[src/rtl/cmdq_pkg.sv]
package cmdq_pkg;
  localparam int TAG_W = 4;

  typedef enum logic [1:0] {
    MODE_OFF = 2'b00,
    MODE_SW  = 2'b01,
    MODE_EXT = 2'b10,
    MODE_RSV = 2'b11
  } mode_e;

  typedef enum logic [1:0] {
    XS_IDLE = 2'b00,
    XS_WAIT = 2'b01,
    XS_TRIG = 2'b10
  } xstate_e;
endpackage

[src/rtl/cmdq_fifo.sv]
module cmdq_fifo #(
  parameter int W     = 16,
  parameter int DEPTH = 4,
  localparam int CNT_W = $clog2(DEPTH + 1),
  localparam int PTR_W = (DEPTH > 1) ? $clog2(DEPTH) : 1
) (
  input  logic             clk_i,
  input  logic             rst_ni,
  input  logic             flush_i,
  input  logic             push_i,
  input  logic [W-1:0]     din_i,
  input  logic             pop_i,
  output logic [W-1:0]     dout_o,
  output logic [CNT_W-1:0] count_o,
  output logic             full_o,
  output logic             empty_o
);
  logic [W-1:0]     mem_q [DEPTH];
  logic [PTR_W-1:0] wr_q, rd_q;
  logic [CNT_W-1:0] cnt_q;
  logic             do_push, do_pop;

  assign full_o  = (cnt_q == CNT_W'(DEPTH));
  assign empty_o = (cnt_q == '0);
  assign do_push = push_i && !full_o && !flush_i;
  assign do_pop  = pop_i && !empty_o && !flush_i;
  assign dout_o  = mem_q[rd_q];
  assign count_o = cnt_q;

  function automatic logic [PTR_W-1:0] nxt(input logic [PTR_W-1:0] p);
    return (p == PTR_W'(DEPTH - 1)) ? '0 : p + 1'b1;
  endfunction

  always_ff @(posedge clk_i or negedge rst_ni) begin
    if (!rst_ni) begin
      wr_q  <= '0;
      rd_q  <= '0;
      cnt_q <= '0;
    end else if (flush_i) begin
      wr_q  <= '0;
      rd_q  <= '0;
      cnt_q <= '0;
    end else begin
      if (do_push) wr_q <= nxt(wr_q);
      if (do_pop)  rd_q <= nxt(rd_q);
      case ({do_push, do_pop})
        2'b10:   cnt_q <= cnt_q + 1'b1;
        2'b01:   cnt_q <= cnt_q - 1'b1;
        default: cnt_q <= cnt_q;
      endcase
    end
  end

  always_ff @(posedge clk_i) begin
    if (do_push) mem_q[wr_q] <= din_i;
  end
endmodule

[src/rtl/cmdq_xfer_ctrl.sv]
module cmdq_xfer_ctrl
  import cmdq_pkg::*;
(
  input  logic       clk_i,
  input  logic       rst_ni,
  input  logic [1:0] mode_i,
  input  logic       trig_i,
  input  logic       cmd_avail_i,
  input  logic       cmd_ready_i,
  input  logic       res_valid_i,
  output logic       cmd_valid_o,
  output logic       issue_o,
  output logic [1:0] state_o
);
  xstate_e state_q, state_d;
  logic    inflight_q;
  logic    mode_on;

  assign mode_on     = (mode_i == MODE_SW) || (mode_i == MODE_EXT);
  assign cmd_valid_o = (state_q == XS_TRIG) && mode_on && cmd_avail_i && !inflight_q;
  assign issue_o     = cmd_valid_o && cmd_ready_i;
  assign state_o     = state_q;

  always_comb begin
    state_d = state_q;
    if (!mode_on) begin
      // in-flight command must finish before idle
      if (!inflight_q || res_valid_i) state_d = XS_IDLE;
    end else begin
      unique case (state_q)
        XS_IDLE: state_d = (mode_i == MODE_SW) ? XS_TRIG : XS_WAIT;
        XS_WAIT: if (mode_i == MODE_SW || trig_i) state_d = XS_TRIG;
        default: state_d = XS_TRIG;
      endcase
    end
  end

  always_ff @(posedge clk_i or negedge rst_ni) begin
    if (!rst_ni) begin
      state_q    <= XS_IDLE;
      inflight_q <= 1'b0;
    end else begin
      state_q <= state_d;
      if (issue_o)          inflight_q <= 1'b1;
      else if (res_valid_i) inflight_q <= 1'b0;
    end
  end
endmodule

[src/rtl/cmdq_req_gen.sv]
module cmdq_req_gen #(
  parameter bit REQ_REG = 1'b0
) (
  input  logic clk_i,
  input  logic rst_ni,
  input  logic fill_en_i,
  input  logic fill_sel_i,
  input  logic cmd_full_i,
  input  logic cmd_empty_i,
  input  logic drain_en_i,
  input  logic drain_sel_i,
  input  logic res_empty_i,
  input  logic uflow_ie_i,
  input  logic trig_i,
  output logic fill_irq_o,
  output logic fill_dma_o,
  output logic drain_irq_o,
  output logic drain_dma_o,
  output logic uflow_irq_o
);
  logic [4:0] req_d;
  logic       fill_want, drain_want;

  assign fill_want  = fill_en_i && !cmd_full_i;
  assign drain_want = drain_en_i && !res_empty_i;
  assign req_d = {fill_want && !fill_sel_i, fill_want && fill_sel_i,
                  drain_want && !drain_sel_i, drain_want && drain_sel_i,
                  uflow_ie_i && trig_i && cmd_empty_i};

  generate
    if (REQ_REG) begin : g_reg
      logic [4:0] req_q;
      always_ff @(posedge clk_i or negedge rst_ni) begin
        if (!rst_ni) req_q <= '0;
        else         req_q <= req_d;
      end
      assign {fill_irq_o, fill_dma_o, drain_irq_o, drain_dma_o, uflow_irq_o} = req_q;
    end else begin : g_comb
      assign {fill_irq_o, fill_dma_o, drain_irq_o, drain_dma_o, uflow_irq_o} = req_d;
    end
  endgenerate
endmodule

[src/rtl/conv_cmd_queue.sv]
module conv_cmd_queue
  import cmdq_pkg::*;
#(
  parameter int CMD_W    = 16,
  parameter int RES_W    = 16,
  parameter int CQ_DEPTH = 4,
  parameter int RQ_DEPTH = 4,
  parameter int OWN_TAG  = 5
) (
  input  logic                            clk_i,
  input  logic                            rst_ni,
  input  logic [1:0]                      mode_i,
  input  logic                            trig_i,
  input  logic                            flush_i,
  input  logic                            fill_en_i,
  input  logic                            fill_sel_i,
  input  logic                            drain_en_i,
  input  logic                            drain_sel_i,
  input  logic                            uflow_ie_i,
  input  logic                            cmd_push_i,
  input  logic [CMD_W-1:0]                cmd_data_i,
  input  logic                            res_pop_i,
  output logic [RES_W-1:0]                res_data_o,
  input  logic [1:0]                      flag_clr_i,
  output logic [$clog2(CQ_DEPTH+1)-1:0]   cmd_count_o,
  output logic [$clog2(RQ_DEPTH+1)-1:0]   res_count_o,
  output logic [1:0]                      xfer_state_o,
  output logic                            ovf_o,
  output logic                            udf_o,
  output logic                            be_cmd_valid_o,
  input  logic                            be_cmd_ready_i,
  output logic [CMD_W-1:0]                be_cmd_o,
  input  logic                            be_res_valid_i,
  input  logic [3:0]                      be_res_tag_i,
  input  logic [RES_W-1:0]                be_res_data_i,
  output logic                            fwd_valid_o,
  output logic [3:0]                      fwd_tag_o,
  output logic [RES_W-1:0]                fwd_data_o,
  output logic                            fill_irq_o,
  output logic                            fill_dma_o,
  output logic                            drain_irq_o,
  output logic                            drain_dma_o,
  output logic                            uflow_irq_o
);
  logic cq_full, cq_empty, rq_full, rq_empty;
  logic issue, tag_hit;
  logic [RES_W-1:0] rq_head;
  logic ovf_q, udf_q;

  cmdq_fifo #(.W(CMD_W), .DEPTH(CQ_DEPTH)) u_cmd_fifo (
    .clk_i   (clk_i),
    .rst_ni  (rst_ni),
    .flush_i (flush_i),
    .push_i  (cmd_push_i),
    .din_i   (cmd_data_i),
    .pop_i   (issue),
    .dout_o  (be_cmd_o),
    .count_o (cmd_count_o),
    .full_o  (cq_full),
    .empty_o (cq_empty)
  );

  cmdq_xfer_ctrl u_xfer (
    .clk_i       (clk_i),
    .rst_ni      (rst_ni),
    .mode_i      (mode_i),
    .trig_i      (trig_i),
    .cmd_avail_i (!cq_empty),
    .cmd_ready_i (be_cmd_ready_i),
    .res_valid_i (be_res_valid_i),
    .cmd_valid_o (be_cmd_valid_o),
    .issue_o     (issue),
    .state_o     (xfer_state_o)
  );

  assign tag_hit     = (be_res_tag_i == TAG_W'(OWN_TAG));
  assign fwd_valid_o = be_res_valid_i && !tag_hit;
  assign fwd_tag_o   = be_res_tag_i;
  assign fwd_data_o  = be_res_data_i;

  cmdq_fifo #(.W(RES_W), .DEPTH(RQ_DEPTH)) u_res_fifo (
    .clk_i   (clk_i),
    .rst_ni  (rst_ni),
    .flush_i (1'b0),
    .push_i  (be_res_valid_i && tag_hit),
    .din_i   (be_res_data_i),
    .pop_i   (res_pop_i),
    .dout_o  (rq_head),
    .count_o (res_count_o),
    .full_o  (rq_full),
    .empty_o (rq_empty)
  );

  assign res_data_o = rq_empty ? '0 : rq_head;

  // sticky flags: set beats clear
  always_ff @(posedge clk_i or negedge rst_ni) begin
    if (!rst_ni) begin
      ovf_q <= 1'b0;
      udf_q <= 1'b0;
    end else begin
      ovf_q <= (cmd_push_i && cq_full && !flush_i) || (ovf_q && !flag_clr_i[0]);
      udf_q <= (res_pop_i && rq_empty) || (udf_q && !flag_clr_i[1]);
    end
  end
  assign ovf_o = ovf_q;
  assign udf_o = udf_q;

  cmdq_req_gen #(.REQ_REG(1'b0)) u_req (
    .clk_i       (clk_i),
    .rst_ni      (rst_ni),
    .fill_en_i   (fill_en_i),
    .fill_sel_i  (fill_sel_i),
    .cmd_full_i  (cq_full),
    .cmd_empty_i (cq_empty),
    .drain_en_i  (drain_en_i),
    .drain_sel_i (drain_sel_i),
    .res_empty_i (rq_empty),
    .uflow_ie_i  (uflow_ie_i),
    .trig_i      (xfer_state_o == XS_TRIG),
    .fill_irq_o  (fill_irq_o),
    .fill_dma_o  (fill_dma_o),
    .drain_irq_o (drain_irq_o),
    .drain_dma_o (drain_dma_o),
    .uflow_irq_o (uflow_irq_o)
  );

  logic unused_full;
  assign unused_full = rq_full;
endmodule

[config.mk]
export PLATFORM = sky130hd
export DESIGN_NAME = conv_cmd_queue
export DESIGN_NICKNAME = d
export VERILOG_FILES = /design/src/rtl/cmdq_pkg.sv /design/src/rtl/cmdq_fifo.sv /design/src/rtl/cmdq_xfer_ctrl.sv /design/src/rtl/cmdq_req_gen.sv /design/src/rtl/conv_cmd_queue.sv
export SDC_FILE = /design/constraint.sdc
export NUM_CORES = 1
export LEC_CHECK = 0
export BUFFER_PORTS_ARGS = -buffer_cell sky130_fd_sc_hd__buf_2
export CAP_MARGIN = 20
export CORE_MARGIN = 2
export CORE_UTILIZATION = 35
export DETAILED_ROUTE_END_ITERATION = 8
export GPL_TIMING_DRIVEN = 0
export PLACE_DENSITY = 0.54
export SLEW_MARGIN = 0
export SYNTH_ARGS = -nofsm -noshare
export SYNTH_HDL_FRONTEND = slang
export SYNTH_HIERARCHICAL = 1
export SYNTH_SLANG_ARGS = --single-unit
[constraint.sdc]
create_clock -name clk_i -period 3.3 [get_ports clk_i]
set_input_delay 0.33 -clock clk_i [delete_from_list [all_inputs] [get_ports clk_i]]
set_output_delay 0.33 -clock clk_i [all_outputs]
set_load 0.03 [all_outputs]
==> results of run 1 <==
==> where the power goes <==
group	total [mW]	internal [mW]	switching [mW]
combinational	0.362	0.134	0.228
sequential	2.09	2.06	0.0226
clock	1.89	1.12	0.772
==> sequential cells by signal, summed over array words and instances, names as in the netlist <==
name,count
ovf_o,1
u_res_fifo/rd_q,2
udf_o,1
u_cmd_fifo/rd_q,2
u_res_fifo/mem_q,64
u_xfer/inflight_q,1
u_res_fifo/count_o,3
u_xfer/state_o,2
u_res_fifo/wr_q,2
u_cmd_fifo/count_o,3
u_cmd_fifo/mem_q,64
u_cmd_fifo/wr_q,2
==> Yosys cell counts, types with 2 or more instances <==
master / count / area [sq um]
sky130_fd_sc_hd__edfxtp_1: 128 / 3844
sky130_fd_sc_hd__nor4_1: 2 / 12.51
sky130_fd_sc_hd__o22ai_1: 3 / 18.77
sky130_fd_sc_hd__o21ai_0: 4 / 20.02
sky130_fd_sc_hd__ha_1: 10 / 125.1
sky130_fd_sc_hd__a211oi_1: 4 / 30.03
sky130_fd_sc_hd__mux2i_1: 4 / 40.04
sky130_fd_sc_hd__nor3_1: 5 / 25.02
sky130_fd_sc_hd__o21ai_2: 3 / 26.28
sky130_fd_sc_hd__buf_4: 24 / 180.2
sky130_fd_sc_hd__and3b_1: 2 / 17.52
sky130_fd_sc_hd__a211o_1: 2 / 17.52
sky130_fd_sc_hd__mux4_1: 16 / 420.4
sky130_fd_sc_hd__dfrtp_1: 19 / 475.5
sky130_fd_sc_hd__nor3b_1: 3 / 22.52
sky130_fd_sc_hd__inv_1: 12 / 45.04
sky130_fd_sc_hd__nor2_1: 13 / 48.80
sky130_fd_sc_hd__nor3b_2: 2 / 25.02
sky130_fd_sc_hd__fa_1: 2 / 40.04
sky130_fd_sc_hd__a21oi_1: 9 / 45.04
sky130_fd_sc_hd__and2b_1: 5 / 37.54
sky130_fd_sc_hd__buf_6: 3 / 33.78
sky130_fd_sc_hd__and2_1: 9 / 56.30
sky130_fd_sc_hd__and3_1: 2 / 12.51
sky130_fd_sc_hd__nand2b_1: 5 / 31.28
sky130_fd_sc_hd__mux4_2: 16 / 360.4
sky130_fd_sc_hd__or3_1: 2 / 12.51
sky130_fd_sc_hd__xnor2_1: 2 / 17.52
sky130_fd_sc_hd__nand2_1: 9 / 33.78
sky130_fd_sc_hd__nor2b_1: 15 / 93.84
sky130_fd_sc_hd__clkbuf_1: 2 / 7.510
sky130_fd_sc_hd__buf_2: 10 / 50.05
sky130_fd_sc_hd__xor2_1: 5 / 43.79
==> worst max path at each step <==
stage	from	endpoint	slack, ps
2_1_floorplan	u_cmd_fifo/count_o[0]	u_cmd_fifo/count_o[1]	270
3_3_place_gp	u_cmd_fifo/count_o[0]	u_cmd_fifo/count_o[1]	60
3_5_place_dp	u_cmd_fifo/count_o[0]	u_cmd_fifo/count_o[1]	-20
4_1_cts	u_cmd_fifo/count_o[0]	u_cmd_fifo/count_o[1]	110
5_1_grt	u_cmd_fifo/count_o[0]	u_cmd_fifo/count_o[1]	20
6_report	u_cmd_fifo/count_o[1]	u_cmd_fifo/count_o[1]	230
==> per-layer routing <==
layer  wire, microns  part of all wire [%]  GRT usage (%)  up-vias
li1                -                     -              -     1701
met1            5624                    44          16.39     1785
met2            6544                    51          23.65      112
met3             594                   4.6          3.579       14
met4             143                   1.1          4.421        0
met5               0                     0              0        -
==> worst reg2reg max path: stages, from the launching register on <==
cell,delay (ps)
sky130_fd_sc_hd__dfrtp_2,460
sky130_fd_sc_hd__or2_1,130
sky130_fd_sc_hd__buf_2,170
sky130_fd_sc_hd__nor2_1,80
sky130_fd_sc_hd__inv_1,50
sky130_fd_sc_hd__nand2_1,130
sky130_fd_sc_hd__nor4_4,290
sky130_fd_sc_hd__clkbuf_4,280
sky130_fd_sc_hd__o21ai_2,90
sky130_fd_sc_hd__a211oi_1,310
sky130_fd_sc_hd__fa_1,500
sky130_fd_sc_hd__mux2i_1,150
sky130_fd_sc_hd__nor3_1,70
sky130_fd_sc_hd__a31oi_1,150
sky130_fd_sc_hd__o21ai_0,90
==> logic make-up (layout without fill, tap and decap cells) <==
family	count (synthesis)	count (layout)	share of synthesized area (%)
buf+inv	51	205	4.912
fa+ha+maj	12	12	2.563
simple gates	80	80	7.358
flops	147	147	67.02
mux	36	36	12.74
xor+xnor	7	7	0.9513
compound gates	37	37	4.407
other cells	1	1	0.05819
==> final cells by class <==
type / instances / area (sq um)
Multi-Input combinational cell: 173 / 1829
Fill cell: 1614 / 10070
Sequential cell: 147 / 4322
Clock inverter: 14 / 151.4
Inverter: 12 / 45.04
Buffer: 39 / 274.0
Clock buffer: 18 / 429.2
Timing Repair Buffer: 122 / 615.6
Tap cell: 229 / 286.5
==> per-stage QoR <==
| step | instances | setup TNS, ps | worst slack, ps |
|---|---|---|---|
| after detailed placement | 721 | -15.52 | -15.52 |
| after global placement | 721 | 0 | 62.14 |
| after CTS | 754 | 0 | 106.4 |
| after global routing | 754 | 0 | 16.45 |
| after floorplan | 371 | 0 | 273.2 |
| final | 754 | 0 | 229.1 |
==> what timing repair did <==
item	in CTS	in global routing
gates resized for setup	1	4
hold endpoints to repair	19	0
hold buffers	1	0
endpoints found under the setup margin	1	2
==> impl_results.md, run 1 <==
- Final-report max-slew violation count: 0
- Num Clock Sinks: between 100 and 150
- Cell with the largest stage delay on the worst path: sky130_fd_sc_hd__fa_1
- Final min period: 3071 ps
- Pin count of the biggest net entering global routing: 20
- Crit-path max FO: 10
- Number of levels the H-tree was split into: 4
- Sequential fraction of the synthesis area: 67.02%
- Post-detailed-route via-to-cell ratio: approximately 4.8
- Wire length of the first global-routing pass: 20.30 mm
- Number of cells on the worst reg-to-reg path: 14
- Average footprint of a synthesized cell: 17.37 sq um
- Most common cell after layout, fill and taps aside: sky130_fd_sc_hd__buf_2
- Drt total wl: 12.91 mm
- Total Die Area: about 20000 sq um
- Initial Util: 35.76%
- Antenna Cells: 0
- Post-Syn Area: 6445 sq um
- Vias in the first global route: 3852
- Top flip-flop cell by instance count after synthesis: sky130_fd_sc_hd__edfxtp_1
- Global-route usage over all layers: 13.56%
- Share of async-settable or async-resettable flops after synthesis: 12.93%
- Longest Clk Path Bufs: 2
- Number of buffers added by the clock tree synthesis step: 17
- Number of enable flip-flop cells after synthesis: around 130
- Total overflow reported by the global router: 0
- Count of synthesis-stage warnings from yosys: 6
- Clock slew seen by the registers of the worst setup and hold paths: 70 ps
- Kind of cell with the highest combined delay on the critical path: simple AND/OR/NAND/NOR gates
- Post-layout nets: slightly below 600
- Leading cell types in the layout, fill and taps excluded: 130 x sky130_fd_sc_hd__buf_2, 128 x sky130_fd_sc_hd__edfxtp_1, 24 x sky130_fd_sc_hd__buf_4
- Via count of the routed design: between 3000 and 4000
- TritonRoute pass-1 iters: 4
- Tightest Pin Transition: between 900 and 1000 ps
- Number of antenna violations at the first check in global routing: 0
- Maximum operating frequency: around 0.33 GHz
- Hold Fails Final Rpt: 0
- Pwr dens: 545.9 nW/um^2
- Critical Path Source Type: flip-flop
- Synth-to-layout area growth: 23.39%
- Number of remaining DRC errors: 0
- Setup fix buffers added after clock tree synthesis: 0
- Total setup violations reported at the end of the flow: 0
- Detailed Place HPWL: 8.392 mm
- Wire length per cell after detailed routing: 17.12 microns
- Maximum clock skew at final layout: ~8.4 ps
- Final core utilization: 44.12%
- Critical Path End Type: flip-flop
- Total core area: 18020 sq um
- Worst Hold End: udf_o
- Critical Path Stages: 14
- Die Wd: 139.7 microns
- Final cycle utilization of the critical path: 93.06%
- PnR Total Power: 4.341 mW
- Total of buffers placed on input and output ports: between 100 and 150
- Count of nets left with antenna violations after detail routing: 0
- Tightest slew margin relative to the limit: 36.08%
- Worst hold slack: 81.18 ps
- Gate count after technology mapping: 371
- Worst Hold Launch: flag_clr_i[1]
- Share of layout cells above drive strength 1: 41.71%
- FF-to-FF setup slack: around 230 ps
- Count of distinct cell types in the synthesized netlist: 52
- # IOs: 122
- Die height: 139.7 microns
- Sum of buffers and inverters on the critical path: 3
- Leakage: roughly 3 nW
- Largest incremental delay on the critical path: 500 ps
- Hold/Removal Path Class: input port to flip-flop
- Post-route design area: between 7000 and 8000 sq um
- Max-cap violation count: 0
- RR Startpoint: u_cmd_fifo/count_o[1]
- Classification of the worst setup path: flip-flop to flip-flop
- Terminus of the critical flop-to-flop path: u_cmd_fifo/count_o[1]
- Cells along the critical path: or2_1 -> buf_2 -> nor2_1 -> inv_1 -> nand2_1 -> nor4_4 -> clkbuf_4 -> o21ai_2 -> a211oi_1 -> fa_1 -> mux2i_1 -> nor3_1 -> a31oi_1 -> o21ai_0
- Flip-flop and latch count after synthesis: between 100 and 150
- 1st-iter DRT viols: approximately 220
- Placer congestion estimate: between 0.7 and 0.8
- Run status: completed
- Min-Delay Path Depth: 2
- Clock Root Buffer: sky130_fd_sc_hd__clkbuf_16
- Standard cell area after detailed placement: 7342 sq um
- Critical path arrival: 3350 ps
- Floorplan row count: 49
- Max IR drop VDD: 0.3560 mV
- Clock tree from TritonCTS: done
- Post-synth net total: 436
- Worst endpoint required time: 3580 ps
- Setup repair after global routing missed its margin: false
- Latest clock arrival within the worst-skew pair: just over 400 ps
Note: power is estimated with default switching activity, not from simulation.
==> run 2: changes to the inputs <==
Settings changed: ABC_CLOCK_PERIOD_IN_PS from default to 3300, GPL_TIMING_DRIVEN 0 to default.
==> impl_results.md, run 2 (synthesized netlist as in run 1, its figures left out) <==
- RR Startpoint: u_cmd_fifo/count_o[0]
- Max IR drop VDD: 0.3499 mV
- Tightest slew margin relative to the limit: a little over two fifths
- Global-route usage over all layers: a little over an eighth
- Post-layout nets: between 500 and 600
- Number of levels the H-tree was split into: 4
- Switching Power: 1.013 mW
- Crit-path max FO: 9
- Filler cell count: around 1700
- Hold Fails Final Rpt: 0
- # IOs: 122
- Worst endpoint required time: around 3600 ps
- Clock tree from TritonCTS: done
- Total overflow reported by the global router: 0
- Worst Setup SP: u_cmd_fifo/count_o[0]
- Synth-to-layout area growth: 21.16%
- Latest clock arrival within the worst-skew pair: 420 ps
- Critical path arrival: roughly 3100 ps
- Power share of the clock group: 45.9%
- Initial Util: 35.76%
- Pwr dens: 572.2 nW/um^2
- Die height: 139.7 microns
- Setup fix buffers added after clock tree synthesis: 0
- Vias in the first global route: 3654
- Number of antenna violations at the first check in global routing: 0
- Max-cap violation count: 0
- Clock Root Buffer: sky130_fd_sc_hd__clkbuf_16
- Total setup violations reported at the end of the flow: 0
- Detailed Place HPWL: between 7 and 8 mm
- Final core utilization: 43.32%
- Final cycle utilization of the critical path: around 86%
- Tightest Pin Transition: 864.9 ps
- Biggest regs: u_cmd_fifo/mem_q x64, u_res_fifo/mem_q x64
- Total Negative Setup Slacks: 0 ps
- Number of cells on the worst reg-to-reg path: 12
- FF-to-FF setup slack: 460 ps
- Area occupied by multi-input gates: 1821 sq um
- Leakage: 2.986 nW
- Placer congestion estimate: 0.7137
- Layout Cells excl Fill: 727
- Wire length per cell after detailed routing: 17.26 microns
- Maximum operating frequency: 0.3521 GHz
- Final-report max-slew violation count: 0
- Setup repair after global routing missed its margin: false
- Floorplan row count: 49
- Drt total wl: 12.55 mm
- Final min period: 2840 ps
- Antenna Cells: 0
- Fraction of power spent switching nets: 22.68%
- Total instance count after detailed placement: 694
- Worst hold slack: 76.23 ps
- Most common cell after layout, fill and taps aside: sky130_fd_sc_hd__edfxtp_1
- Pin count of the biggest net entering global routing: 20
- Combinational share of power: under 10%
- Critical Path Source Type: flip-flop
- Num Clock Sinks: 147
- 1st-iter DRT viols: about 130
- Reg power frac: 46.7%
- Share of layout cells above drive strength 1: 38.76%
- Clock slew seen by the registers of the worst setup and hold paths: 70 ps
- Count of nets left with antenna violations after detail routing: 0
- Run status: completed
- Critical Path End Type: flip-flop
- Total of buffers placed on input and output ports: approximately 120
- Via count of the routed design: 3574
- Terminus of the critical flop-to-flop path: u_cmd_fifo/count_o[1]
- Post-detailed-route via-to-cell ratio: ~4.9
- Die Wd: 139.7 microns
- Reg area: 4319 sq um
- Maximum clock skew at final layout: 11.62 ps
- Total of cells resized after clock tree synthesis: 0
- Total Die Area: about 20000 sq um
- Wire length of the first global-routing pass: slightly below 20 mm
- Longest Clk Path Bufs: 2
- Critical path capture point: u_cmd_fifo/count_o[1]
- Number of remaining DRC errors: 0
- Pre-CTS setup slack: roughly 480 ps
- Classification of the worst setup path: flip-flop to flip-flop
- Number of buffers added by the clock tree synthesis step: 17
- Total core area: ~18000 sq um
- Hold/Removal Path Class: input port to flip-flop
- TritonRoute pass-1 iters: 6
- Min setup slack post-route: 459.9 ps
- Total internal power: about 3.5 mW
- Leading cell types in the layout, fill and taps excluded: 128 x sky130_fd_sc_hd__edfxtp_1, 121 x sky130_fd_sc_hd__buf_2, 19 x sky130_fd_sc_hd__dfrtp_1
==> run 2: power groups by stage <==
| stage | combinational, mW | sequential [mW] | clock (mW) |
|---|---|---|---|
| 4_1_cts | 0.336 | 2.09 | 2.11 |
| 5_1_grt | 0.363 | 2.09 | 2.18 |
| 3_5_place_dp | 0.334 | 2.13 | 0 |
| 2_1_floorplan | 0.215 | 2.14 | 0 |
| 3_3_place_gp | 0.330 | 2.12 | 0 |
| 6_report | 0.331 | 2.09 | 2.05 |
==> run 2: worst min path at each step <==
stage	cells past startpoint	slack, ps	startpoint	to
2_1_floorplan	0	30	rst_ni	ovf_o
3_3_place_gp	1	320	rst_ni	u_res_fifo/count_o[0]
3_5_place_dp	1	330	rst_ni	udf_o
4_1_cts	2	50	flag_clr_i[1]	udf_o
5_1_grt	2	60	flag_clr_i[1]	udf_o
6_report	2	80	flag_clr_i[1]	udf_o
==> run 2: repair_timing <==
| item | in CTS | in global routing |
|---|---|---|
| hold buffers | 1 | 0 |
| setup endpoints to repair | 0 | 0 |
| endpoints found under the hold margin | 19 | 0 |
==> run 2: cell type report <==
class                   count  share of cell area, %
flip-flops and latches    147                  55.31
multi-input cells         173                  23.31
repair buffers            134                  9.037
clock buffers              18                  5.496
well taps                 229                  3.669
clock inverters            14                  2.596
inverters                  12                 0.5768
==> run 2: stage by stage <==
stage	cell area [sq um]	total power, mW
final	7809	4.468
after global routing	7809	4.638
after CTS	7809	4.532
after detailed placement	7167	2.462
after global placement	7167	2.454
after floorplan	6445	2.352
==> run 2: per-layer routing <==
layer	track usage, %	vias to the layer above	part of all wire [%]
li1	-	1654	-
met1	16.69	1807	43
met2	22.05	101	51
met3	3.992	12	4.8
met4	4.895	0	1.3
met5	0	-	0
==> run 2: worst max-delay path, cell delays in order, from the launching register on <==
cell	delay, ps
sky130_fd_sc_hd__dfrtp_1	510
sky130_fd_sc_hd__or2_1	310
sky130_fd_sc_hd__nor2_1	80
sky130_fd_sc_hd__inv_1	70
sky130_fd_sc_hd__nand2_1	110
sky130_fd_sc_hd__nor4_2	310
sky130_fd_sc_hd__o21ai_2	120
sky130_fd_sc_hd__a211oi_1	290
sky130_fd_sc_hd__fa_1	480
sky130_fd_sc_hd__mux2i_1	140
sky130_fd_sc_hd__nor3_1	60
sky130_fd_sc_hd__a31oi_1	140
sky130_fd_sc_hd__o21ai_0	100
==> run 3: changes to the inputs <==
Settings changed: CTS_BUF_LIST from default to sky130_fd_sc_hd__clkbuf_4.
==> impl_results.md, run 3 (synthesized netlist as in run 1, its figures left out) <==
- Maximum clock skew at final layout: between 20 and 25 ps
- Floorplan row count: 49
- Wire length per cell after detailed routing: 16.73 microns
- Setup repair after global routing missed its margin: false
- Final cycle utilization of the critical path: 86.08%
- Worst endpoint required time: 3730 ps
- Initial Util: around 36%
- Vias in the first global route: 3786
- PnR Total Power: 3.740 mW
- Wire length of the first global-routing pass: about 20 mm
- Power share of the clock group: 34.5%
- Number of levels the H-tree was split into: 4
- Number of buffers added by the clock tree synthesis step: 17
- Fraction of power spent switching nets: 24.54%
- Leakage: between 3 and 4 nW
- Post-layout nets: just under 600
- Final-report max-slew violation count: 0
- Final min period: 2841 ps
- Total of buffers placed on input and output ports: 121
- Max-cap violation count: 0
- Clock Root Buffer: sky130_fd_sc_hd__clkbuf_4
- Maximum operating frequency: 0.3520 GHz
- Critical Path Source Type: flip-flop
- Clock slew seen by the registers of the worst setup and hold paths: 140 ps
- Post-detailed-route via-to-cell ratio: between 4 and 5
- Number of antenna violations at the first check in global routing: 0
- Most common cell after layout, fill and taps aside: sky130_fd_sc_hd__edfxtp_1
- Pwr dens: 476.1 nW/um^2
- Critical path arrival: around 3300 ps
- Total overflow reported by the global router: 0
- Total internal power: 2.822 mW
- Switching Power: about 0.9 mW
- Total Negative Setup Slacks: 0 ps
- Die height: 139.7 microns
- Num Clock Sinks: ~150
- Share of layout cells above drive strength 1: 36.47%
- Pin count of the biggest net entering global routing: 20
- Total of cells resized after clock tree synthesis: 0
- 1st-iter DRT viols: 162
- Number of remaining DRC errors: 0
- Die Wd: ~140 microns
- Largest incremental delay on the critical path: 530 ps
- Detailed Place HPWL: between 7 and 8 mm
- Placer congestion estimate: roughly 0.71
- TritonRoute pass-1 iters: 4
- Biggest regs: u_cmd_fifo/mem_q x64, u_res_fifo/mem_q x64
- Total core area: 18020 sq um
- Run status: completed
- Critical Path End Type: flip-flop
- Classification of the worst setup path: flip-flop to flip-flop
- Cell with the largest stage delay on the worst path: sky130_fd_sc_hd__dfrtp_1
- Count of nets left with antenna violations after detail routing: 0
- Synth-to-layout area growth: 21.88%
- Clock tree from TritonCTS: done
- Tightest slew margin relative to the limit: 41.19%
- Via count of the routed design: 3679
- Total Die Area: 19520 sq um
- Leading cell types in the layout, fill and taps excluded: 128 x sky130_fd_sc_hd__edfxtp_1, 121 x sky130_fd_sc_hd__buf_2, 35 x sky130_fd_sc_hd__dlygate4sd3_1
- Global-route usage over all layers: 13.42%
- Hold/Removal Path Class: input port to flip-flop
- Longest Clk Path Bufs: 2
- Drt total wl: 12.73 mm
- Hold Fails Final Rpt: 0
- Total setup violations reported at the end of the flow: 0
- Reg power frac: 55.8%
- # IOs: 122
- Combinational share of power: 9.7%
- Antenna Cells: 0
- Cells along the critical path: or2_1 -> nor2_1 -> inv_1 -> nand2_1 -> nor4_2 -> o21ai_2 -> a211oi_1 -> fa_1 -> mux2i_1 -> nor3_1 -> a31oi_1 -> o21ai_0
- Tightest Pin Transition: 882.1 ps
- Latest clock arrival within the worst-skew pair: 540 ps
- Max IR drop VDD: around 0.39 mV
- Crit-path max FO: 9
-- run 3: cell count changes in the layout (fill, tap and decap cells not counted), sizes merged --
cell,delta
dlygate4sd3,+34
-- run 3: through the flow --
stage | worst slack, ps | cell area (sq um) | utilization (%) | hold slack (ps) | cells
global placement | 603.1 | 7167 | 39.76 | 324.1 | 694
detailed placement | 484.1 | 7167 | 39.76 | 327.8 | 694
global route | 154.7 | 7855 | 43.58 | 34.51 | 761
finish | 459.3 | 7855 | 43.58 | 65.67 | 761
floorplan | 273.2 | 6445 | - | 34.41 | 371
CTS | 462.6 | 7845 | 43.52 | 0.3134 | 760
-- run 3: timing repair --
action,CTS,global route
hold buffers,34,1
endpoints found under the hold margin,142,4
setup buffers,0,0
-- run 3: per-layer routing --
layer | vias to the layer above | track usage (%) | part of all wire (%)
li1 | 1722 | - | -
met1 | 1859 | 16.85 | 44
met2 | 88 | 22.72 | 51
met3 | 10 | 3.682 | 4.2
met4 | 0 | 4.105 | 1.2
met5 | - | 0 | 0
-- run 3: worst max-delay path, delay by kind of cell, from the launching register on --
family	cells	cell delay, ps
flip-flops	1	530
adder cells (fa/ha/maj)	1	480
multiplexers	1	140
AND/OR/NAND/NOR	5	870
AO/OA/AOI/OAI	4	660
buffers and inverters	1	70
-- run 3: final cells by class --
type / instances / area, sq um
well taps: 229 / 286.5
clock inverters: 14 / 202.7
repair buffers: 168 / 1046
multi-input cells: 173 / 1821
inverters: 12 / 45.04
clock buffers: 18 / 135.1
fillers: 1656 / 10170
flip-flops and latches: 147 / 4319
-- run 3: path summary, 6_finish.rpt --
path	endpoint	startpoint	slack, ps	depth (start not counted)
setup / recovery	u_cmd_fifo/count_o[1]	u_cmd_fifo/count_o[0]	460	12
hold / removal	u_cmd_fifo/wr_q[0]	flush_i	70	2
setup reg to reg	u_cmd_fifo/count_o[1]	u_cmd_fifo/count_o[0]	460	12
hold reg to reg	udf_o	udf_o	540	2
max in group asynchronous	u_res_fifo/rd_q[0]	rst_ni	2670	2
min in group asynchronous	u_res_fifo/wr_q[0]	rst_ni	270	2
-- run 3: power by group through the flow --
stage          clock [mW]  sequential (mW)  combinational [mW]
3_3_place_gp            0             2.12               0.330
6_report             1.29             2.09               0.364
2_1_floorplan           0             2.14               0.215
3_5_place_dp            0             2.13               0.334
5_1_grt              1.42             2.09               0.398
4_1_cts              1.35             2.09               0.367
